===== src/rtl/shadow_pkg.sv =====
// Package: shared routing codes and address-layout constants for the
// shadow segment decoder. Assumes a 1 MB real-mode address map.
package shadow_pkg;

    typedef enum logic [1:0] {
        RD_NONE   = 2'd0,
        RD_DRAM   = 2'd1,
        RD_BUS    = 2'd2,
        RD_ANYEXT = 2'd3
    } rd_src_e;

    typedef enum logic [1:0] {
        WR_NONE = 2'd0,
        WR_DRAM = 2'd1,
        WR_BUS  = 2'd2,
        WR_OFF  = 2'd3
    } wr_dst_e;

    localparam int SEG_SHIFT  = 14;  // 16 KB segments
    localparam int PAGE_SHIFT = 12;  // 4 KB granularity for BIOS low page
    localparam int AREA_SHIFT = 18;  // 256 KB upper area

endpackage


===== src/rtl/shadow_seg_attr.sv =====
// Module: per-segment attribute decode for one 16 KB shadow segment.
// Combines the segment enable, group ROM and mode bits and the global
// copy bit into read/write routing. UPPER selects the inactive read
// source for segments at or above 0xE0000. Purely combinational.
module shadow_seg_attr
    import shadow_pkg::*;
#(
    parameter bit UPPER = 1'b0
) (
    input  logic    seg_en,
    input  logic    grp_rom,
    input  logic    grp_mode,
    input  logic    copy_en,
    output logic    active,
    output rd_src_e rd,
    output wr_dst_e wr
);

    // Purpose: route reads and writes from the segment's control bits.
    always_comb begin
        active = seg_en & grp_rom;
        if (active) begin
            rd = RD_DRAM;
            if (!grp_mode)
                wr = WR_OFF;
            else if (copy_en)
                wr = WR_DRAM;
            else
                wr = WR_BUS;
        end else begin
            rd = UPPER ? RD_ANYEXT : RD_BUS;
            wr = WR_OFF;
        end
    end

endmodule


===== src/rtl/shadow_bios_attr.sv =====
// Module: routing for the 64 KB BIOS segment at 0xF0000.
// Assumes the caller has already found the address in that segment.
// in_low_page is high for 0xF0000-0xF0FFF. Purely combinational.
module shadow_bios_attr
    import shadow_pkg::*;
(
    input  logic    rom_external,
    input  logic    low_page_we,
    input  logic    in_low_page,
    output rd_src_e rd,
    output wr_dst_e wr
);

    // Purpose: pick BIOS routing from the external flag and low-page enable.
    always_comb begin
        if (rom_external) begin
            rd = RD_ANYEXT;
            wr = WR_DRAM;
        end else begin
            rd = RD_DRAM;
            wr = (in_low_page && low_page_we) ? WR_DRAM : WR_OFF;
        end
    end

endmodule


===== src/rtl/shadow_flags.sv =====
// Module: registered summary flags for the shadow configuration.
// Samples segment activity and the BIOS controls every clock; the flags
// therefore follow a configuration change one cycle later. Synchronous
// active-low reset clears all flags.
module shadow_flags #(
    parameter int NUM_SEG  = 12,
    parameter int SEG_GRP  = 4,
    parameter int HIGH_SEG = 4,
    parameter int BIOS_SEG = 8
) (
    input  logic               clk,
    input  logic               rst_n,
    input  logic [NUM_SEG-1:0] seg_active,
    input  logic [NUM_SEG-1:0] seg_mode,
    input  logic               rom_external,
    input  logic               low_page_we,
    input  logic [2:0]         grp_rom,
    output logic               high_shadow,
    output logic               bios_shadowed,
    output logic               bios_writable
);

    logic any_high;
    logic any_bios;
    logic any_bios_wr;

    // Purpose: reduce segment activity into the three summary terms.
    always_comb begin
        any_high    = 1'b0;
        any_bios    = 1'b0;
        any_bios_wr = 1'b0;
        for (int k = 0; k < NUM_SEG; k++) begin
            if (k >= HIGH_SEG)
                any_high = any_high | seg_active[k];
            if (k >= BIOS_SEG) begin
                any_bios    = any_bios | seg_active[k];
                any_bios_wr = any_bios_wr | (seg_active[k] & seg_mode[k]);
            end
        end
    end

    // Purpose: register the flags with synchronous reset.
    always_ff @(posedge clk) begin
        if (!rst_n) begin
            high_shadow   <= 1'b0;
            bios_shadowed <= 1'b0;
            bios_writable <= 1'b0;
        end else begin
            high_shadow   <= any_high;
            bios_shadowed <= any_bios | ~rom_external;
            bios_writable <= any_bios_wr | rom_external | low_page_we;
        end
    end

    // With no group ROM bit above 0xD0000 set, the high flag must drop.
    p_high_needs_rom_r9: assert property (@(posedge clk) disable iff (!rst_n)
        (grp_rom[2:1] == 2'b00) |=> !high_shadow);

    // BIOS served internally whenever it is not external.
    p_bios_internal_r9: assert property (@(posedge clk) disable iff (!rst_n)
        !rom_external |=> bios_shadowed);

    // Reset clears every flag.
    p_flags_reset_r11: assert property (@(posedge clk)
        !rst_n |=> (!high_shadow && !bios_shadowed && !bios_writable));

endmodule


===== src/rtl/shadow_seg_decoder.sv =====
// Module: top of the shadow RAM segment attribute decoder.
// Decodes an access address against 0xC0000-0xFFFFF, selects the
// attribute of the addressed 16 KB segment or of the BIOS segment, and
// exposes registered summary flags. Assumes configuration bytes are
// held stable by their owner; routing is combinational.
module shadow_seg_decoder
    import shadow_pkg::*;
#(
    parameter int ADDR_W  = 24,
    parameter int NUM_SEG = 12
) (
    input  logic              clk,
    input  logic              rst_n,
    input  logic [7:0]        cfg_grp,
    input  logic [7:0]        cfg_seg_hi,
    input  logic [7:0]        cfg_seg_lo,
    input  logic [7:0]        cfg_bios,
    input  logic [ADDR_W-1:0] acc_addr,
    input  logic              acc_wr,
    output logic              decoded,
    output logic [1:0]        rd_src,
    output logic [1:0]        wr_dst,
    output logic              wr_reject,
    output logic              high_shadow,
    output logic              bios_shadowed,
    output logic              bios_writable
);

    localparam int SEG_PER_GRP = 4;
    localparam int LO_SEGS     = 4;
    localparam int UPPER_FIRST = 8;
    localparam int TAG_W       = ADDR_W - AREA_SHIFT;
    localparam int IDX_W       = AREA_SHIFT - SEG_SHIFT;
    localparam int PG_W        = SEG_SHIFT + 2 - PAGE_SHIFT;
    localparam logic [TAG_W-1:0] AREA_TAG = TAG_W'(3);
    localparam logic [IDX_W-1:0] BIOS_IDX = IDX_W'(NUM_SEG);

    logic [NUM_SEG-1:0] seg_en;
    logic [NUM_SEG-1:0] seg_active;
    logic [NUM_SEG-1:0] seg_mode;
    rd_src_e            seg_rd [NUM_SEG];
    wr_dst_e            seg_wr [NUM_SEG];

    logic               area_hit;
    logic [IDX_W-1:0]   seg_idx;
    logic               in_bios;
    logic               in_low_page;
    rd_src_e            bios_rd;
    wr_dst_e            bios_wr;
    rd_src_e            rd_sel;
    wr_dst_e            wr_sel;

    genvar g;
    generate
        for (g = 0; g < NUM_SEG; g++) begin : gen_seg
            if (g < LO_SEGS) begin : gen_lo
                assign seg_en[g] = cfg_seg_lo[g+4];
            end else begin : gen_hi
                assign seg_en[g] = cfg_seg_hi[g-LO_SEGS];
            end
            assign seg_mode[g] = cfg_grp[g/SEG_PER_GRP];

            shadow_seg_attr #(
                .UPPER (g >= UPPER_FIRST)
            ) i_seg (
                .seg_en   (seg_en[g]),
                .grp_rom  (cfg_grp[g/SEG_PER_GRP + 4]),
                .grp_mode (seg_mode[g]),
                .copy_en  (cfg_grp[3]),
                .active   (seg_active[g]),
                .rd       (seg_rd[g]),
                .wr       (seg_wr[g])
            );
        end
    endgenerate

    // Purpose: locate the access within the upper area.
    always_comb begin
        area_hit    = (acc_addr[ADDR_W-1:AREA_SHIFT] == AREA_TAG);
        seg_idx     = acc_addr[AREA_SHIFT-1:SEG_SHIFT];
        in_bios     = (seg_idx >= BIOS_IDX);
        in_low_page = (acc_addr[SEG_SHIFT+1:PAGE_SHIFT] == '0);
    end

    shadow_bios_attr i_bios (
        .rom_external (cfg_grp[7]),
        .low_page_we  (cfg_bios[7]),
        .in_low_page  (in_low_page),
        .rd           (bios_rd),
        .wr           (bios_wr)
    );

    // Purpose: select the routing of the addressed segment.
    always_comb begin
        rd_sel = RD_NONE;
        wr_sel = WR_NONE;
        if (area_hit) begin
            if (in_bios) begin
                rd_sel = bios_rd;
                wr_sel = bios_wr;
            end else begin
                for (int k = 0; k < NUM_SEG; k++) begin
                    if (seg_idx == IDX_W'(k)) begin
                        rd_sel = seg_rd[k];
                        wr_sel = seg_wr[k];
                    end
                end
            end
        end
    end

    // Purpose: drive the routing ports and the write reject strobe.
    always_comb begin
        decoded   = area_hit;
        rd_src    = rd_sel;
        wr_dst    = wr_sel;
        wr_reject = acc_wr & area_hit & (wr_sel == WR_OFF);
    end

    shadow_flags #(
        .NUM_SEG  (NUM_SEG),
        .SEG_GRP  (SEG_PER_GRP),
        .HIGH_SEG (LO_SEGS),
        .BIOS_SEG (UPPER_FIRST)
    ) i_flags (
        .clk           (clk),
        .rst_n         (rst_n),
        .seg_active    (seg_active),
        .seg_mode      (seg_mode),
        .rom_external  (cfg_grp[7]),
        .low_page_we   (cfg_bios[7]),
        .grp_rom       (cfg_grp[6:4]),
        .high_shadow   (high_shadow),
        .bios_shadowed (bios_shadowed),
        .bios_writable (bios_writable)
    );

    // Undecoded accesses carry no routing.
    p_undecoded_zero_r1: assert property (@(posedge clk) disable iff (!rst_n)
        !decoded |-> (rd_src == 2'd0 && wr_dst == 2'd0));

    // Any-external reads only in 0xE0000-0xFFFFF.
    p_anyext_top_r6: assert property (@(posedge clk) disable iff (!rst_n)
        (decoded && rd_src == 2'd3) |-> (acc_addr[17:16] >= 2'b10));

    // A read from the external bus means the segment is not shadowed.
    p_bus_read_ro_r6: assert property (@(posedge clk) disable iff (!rst_n)
        (rd_src == 2'd2) |-> (wr_dst == 2'd3));

    // BIOS tail above the low 4 KB is read-only while BIOS is internal.
    p_bios_tail_ro_r8: assert property (@(posedge clk) disable iff (!rst_n)
        (decoded && acc_addr[17:16] == 2'b11 && acc_addr[15:12] != 4'h0
         && !cfg_grp[7]) |-> (wr_dst == 2'd3));

    // Reject requires a write strobe on a decoded address.
    p_reject_strobe_r10: assert property (@(posedge clk) disable iff (!rst_n)
        wr_reject |-> (acc_wr && decoded && wr_dst == 2'd3));

endmodule


===== config.mk =====
export PLATFORM = sky130hd
export DESIGN_NAME = shadow_seg_decoder
export DESIGN_NICKNAME = d
export VERILOG_FILES = /design/src/rtl/shadow_pkg.sv /design/src/rtl/shadow_seg_attr.sv /design/src/rtl/shadow_bios_attr.sv /design/src/rtl/shadow_flags.sv /design/src/rtl/shadow_seg_decoder.sv
export SDC_FILE = /design/constraint.sdc
export NUM_CORES = 1
export LEC_CHECK = 0
export ABC_AREA = 1
export CAP_MARGIN = 20
export CORE_ASPECT_RATIO = 1.1
export CORE_MARGIN = 5
export CORE_UTILIZATION = 35
export DETAILED_ROUTE_END_ITERATION = 8
export DONT_BUFFER_PORTS = 1
export GPL_TIMING_DRIVEN = 1
export HOLD_SLACK_MARGIN = 0.12
export PLACE_DENSITY = 0.5
export RECOVER_POWER = 100
export SETUP_SLACK_MARGIN = 0.05
export SYNTH_ARGS = -nofsm -noshare
export SYNTH_HDL_FRONTEND = slang
export SYNTH_SLANG_ARGS = --single-unit

===== constraint.sdc =====
create_clock -name clk -period 2.7 [get_ports clk]
set_clock_uncertainty 0.05 [all_clocks]
set_input_delay 0.54 -clock clk [delete_from_list [all_inputs] [get_ports clk]]
set_output_delay 0.54 -clock clk [all_outputs]
set_load 0.005 [all_outputs]

==> metrics.md <==
| Metric | Value |
|---|---|
| Status | `completed` |
| DIE AREA | `3130 sq um` |
| Num ports | `68` |
| Most common library cells after synthesis | `nand2_1, nor2_1, inv_1, nand3_1, o21ai_0` |
| Post-synthesis register bit count | `3` |
| Share of power burned in registers | `23.1%` |
| Syn-to-layout area delta | `18.3%` |
| CTS tree | `done` |
| NumNets Final | `226` |
| Avg WL per Cell | `11.2 microns` |
| Initial antenna violation count | `0` |
| CTS Buf Count | `3` |
| Post-Route WL | `2.17 mm` |
| Cell area after synthesis | `738 sq um` |
| Post-route ant nets | `0` |
| Drt pass-1 iters | `4` |
| Register area share after synthesis | `8.14%` |
| Syn_nets | `218` |
| Post-synth EDFFs | `0` |
| FFs w/ async S/R, synth | `0%` |
| Period minus WS final | `2.62 ns` |
| Critical Path RT | `2.11 ns` |
| Routability-driven placement congestion ratio | `0.861` |
| Switching part of the total | `36.9%` |
| Hold crit path type | `input port to flip-flop` |
| Cells after DPL | `189` |
| Clock Sinks | `3` |
| Setup CP Type | `input port to output port` |
| Fin crit share | `96.9%` |
| Die Span X | `53.8 microns` |
| First-pass GRT wire length | `3.37 mm` |
| Post-DP HPWL | `1.92 mm` |
| Largest area contributor in the netlist | `nand2_1` |
| Peak supply drop | `0.000159 V` |
| Core area | `2020 sq um` |
| Hold Vio Cnt, Final | `0` |
| Final setup fails | `0` |
| Die height | `58.2 microns` |
| DRC Markers | `0` |
| Crit end category | `output port` |
| Starting Density | `36.5%` |
| DR vias | `966` |
| Area of the multi-input gates | `611 sq um` |
| Sum Neg Setup Slack | `0 ns` |
| Layout cell share with drive strength beyond 1 | `16.9%` |
| Vias in the first global route | `901` |
| Gate power share | `41.0%` |
| RSZ-0062 raised after global routing | `true` |
| Area contributors post-synth | `nand2_1, nor2_1, inv_1` |
| Max-slew headroom | `56.7%` |
| Maximum clock insertion buffer count | `2` |
| Routed vias/inst | `4.98` |
| Startpoint types | `input port` |
| Total track usage | `13.8%` |
| Final Max Tran Viols | `0` |
| CP arrival | `2.03 ns` |
| Largest net degree at the start of global routing | `7` |
| FILL cells | `243` |
| P_int | `136 uW` |
| Final Non-Filler Cells | `194` |
| Leakage power | `0.457 nW` |
| NetSw | `79.2 uW` |
| Inserted Diodes | `0` |
| Top-count cell post-synth | `nand2_1` |
| Top_reg_cell synth | `dfxtp_1` |
| Syn_area_per_cell | `4.64 sq um` |
| Top fanout value on the critical path | `3` |
| H-Tree Level Count | `1` |
| Count of unique library cells instantiated by Yosys | `22` |
| Pwr Density | `246 nW/um^2` |
| Total gr overflow | `0` |
| Max-cap violation count | `0` |
| Clock Power Share | `35.9%` |
| FF/Latch Area | `60.1 sq um` |
| Worst-path clk slew | `0.04 ns` |
| DRT iter0 DRCs | `16` |
| Rows | `17` |
| Synth top area share | `28.0%` |
| Synth Instances | `159` |
| Synth warnings | `0` |
| Worst Tran Pin Value | `0.641 ns` |
| F_max | `0.382 GHz` |
| Port bufs | `0` |
| Root buffer cell | `clkbuf_4` |
## power groups by stage
stage | Sequential, mW | Combinational (mW) | Clock, mW
finish | 0.0495 | 0.0881 | 0.0771
detailed placement | 0.0503 | 0.0800 | 0
floorplan | 0.0499 | 0.0643 | 0
CTS | 0.0496 | 0.0807 | 0.0812
global route | 0.0499 | 0.102 | 0.0861
global placement | 0.0502 | 0.0792 | 0
## path summary, 6_finish.rpt
kind                     start                    end  slack (ns)  cells past startpoint
hold / removal      cfg_grp[7]  i_flags.bios_shadowed        0.36                      1
setup / recovery  acc_addr[15]              rd_src[1]        0.08                     15
## critical path, cell delays in order
cell	delay (ns)
nand2_1	0.07
inv_1	0.07
nand3_2	0.06
nand2_2	0.07
nor3_2	0.18
nand3b_1	0.11
nor3_2	0.22
nor2_1	0.06
nor2_1	0.08
nor2_1	0.04
o21ai_1	0.11
nand2_1	0.08
a21oi_2	0.13
o21ai_1	0.07
nor2_1	0.13
## layout make-up
type | count | area share [%]
repair buffers | 3 | 2.58
multi-input cells | 125 | 69.9
well taps | 28 | 4.01
flip-flops and latches | 3 | 6.88
inverters | 31 | 13.6
clock buffers | 4 | 3.01
## through the flow
step | hold slack [ns] | area [sq um] | util, % | setup slack [ns] | total power [mW]
CTS | 0.346 | 820 | 40.6 | 0.0568 | 0.212
floorplan | 0.584 | 738 | - | 0.267 | 0.114
detailed placement | 0.590 | 788 | 39.0 | 0.0343 | 0.130
global route | 0.352 | 873 | 43.2 | -0.0925 | 0.238
finish | 0.355 | 873 | 43.2 | 0.0844 | 0.215
global placement | 0.591 | 788 | 39.0 | 0.0289 | 0.129
## state kept, by name, summed over array words and instances (netlist names)
name / count
i_flags.bios_writable: 1
i_flags.bios_shadowed: 1
i_flags.high_shadow: 1
## layer usage
metal	vias up	wire length [microns]	track usage, %
li1	514	-	-
met1	413	875	15.5
met2	37	1070	24.9
met3	2	219	2.06
met4	0	8	5.84
met5	-	0	0
## cells in the final DEF, fill, tap and decap left out, drive strengths merged, types with 3 or more instances in the layout
| cell type | count |
|---|---|
| nand2 | 56 |
| inv | 31 |
| nor2 | 30 |
| nand3 | 11 |
| o21ai | 9 |
| a21oi | 6 |
| clkbuf | 4 |
| dfxtp | 3 |
| buf | 3 |
## logic make-up (layout without fill, tap and decap cells)
logic type / count (synthesis) / after routing / synth area share, %
DFF: 3 / 3 / 8.14
and+or+nand+nor: 104 / 104 / 60.0
AOI/OAI and AO/OA: 21 / 21 / 16.1
buffers and inverters: 31 / 38 / 15.8
## timing repair
item / 4_1_cts / 5_1_grt
pin swaps: 0 / 3
resized for setup: 1 / 14
hold buffers: 0 / 0
setup endpoints to repair: 2 / 4
setup buffers: 0 / 1
Note: power is estimated with default switching activity, not from simulation.
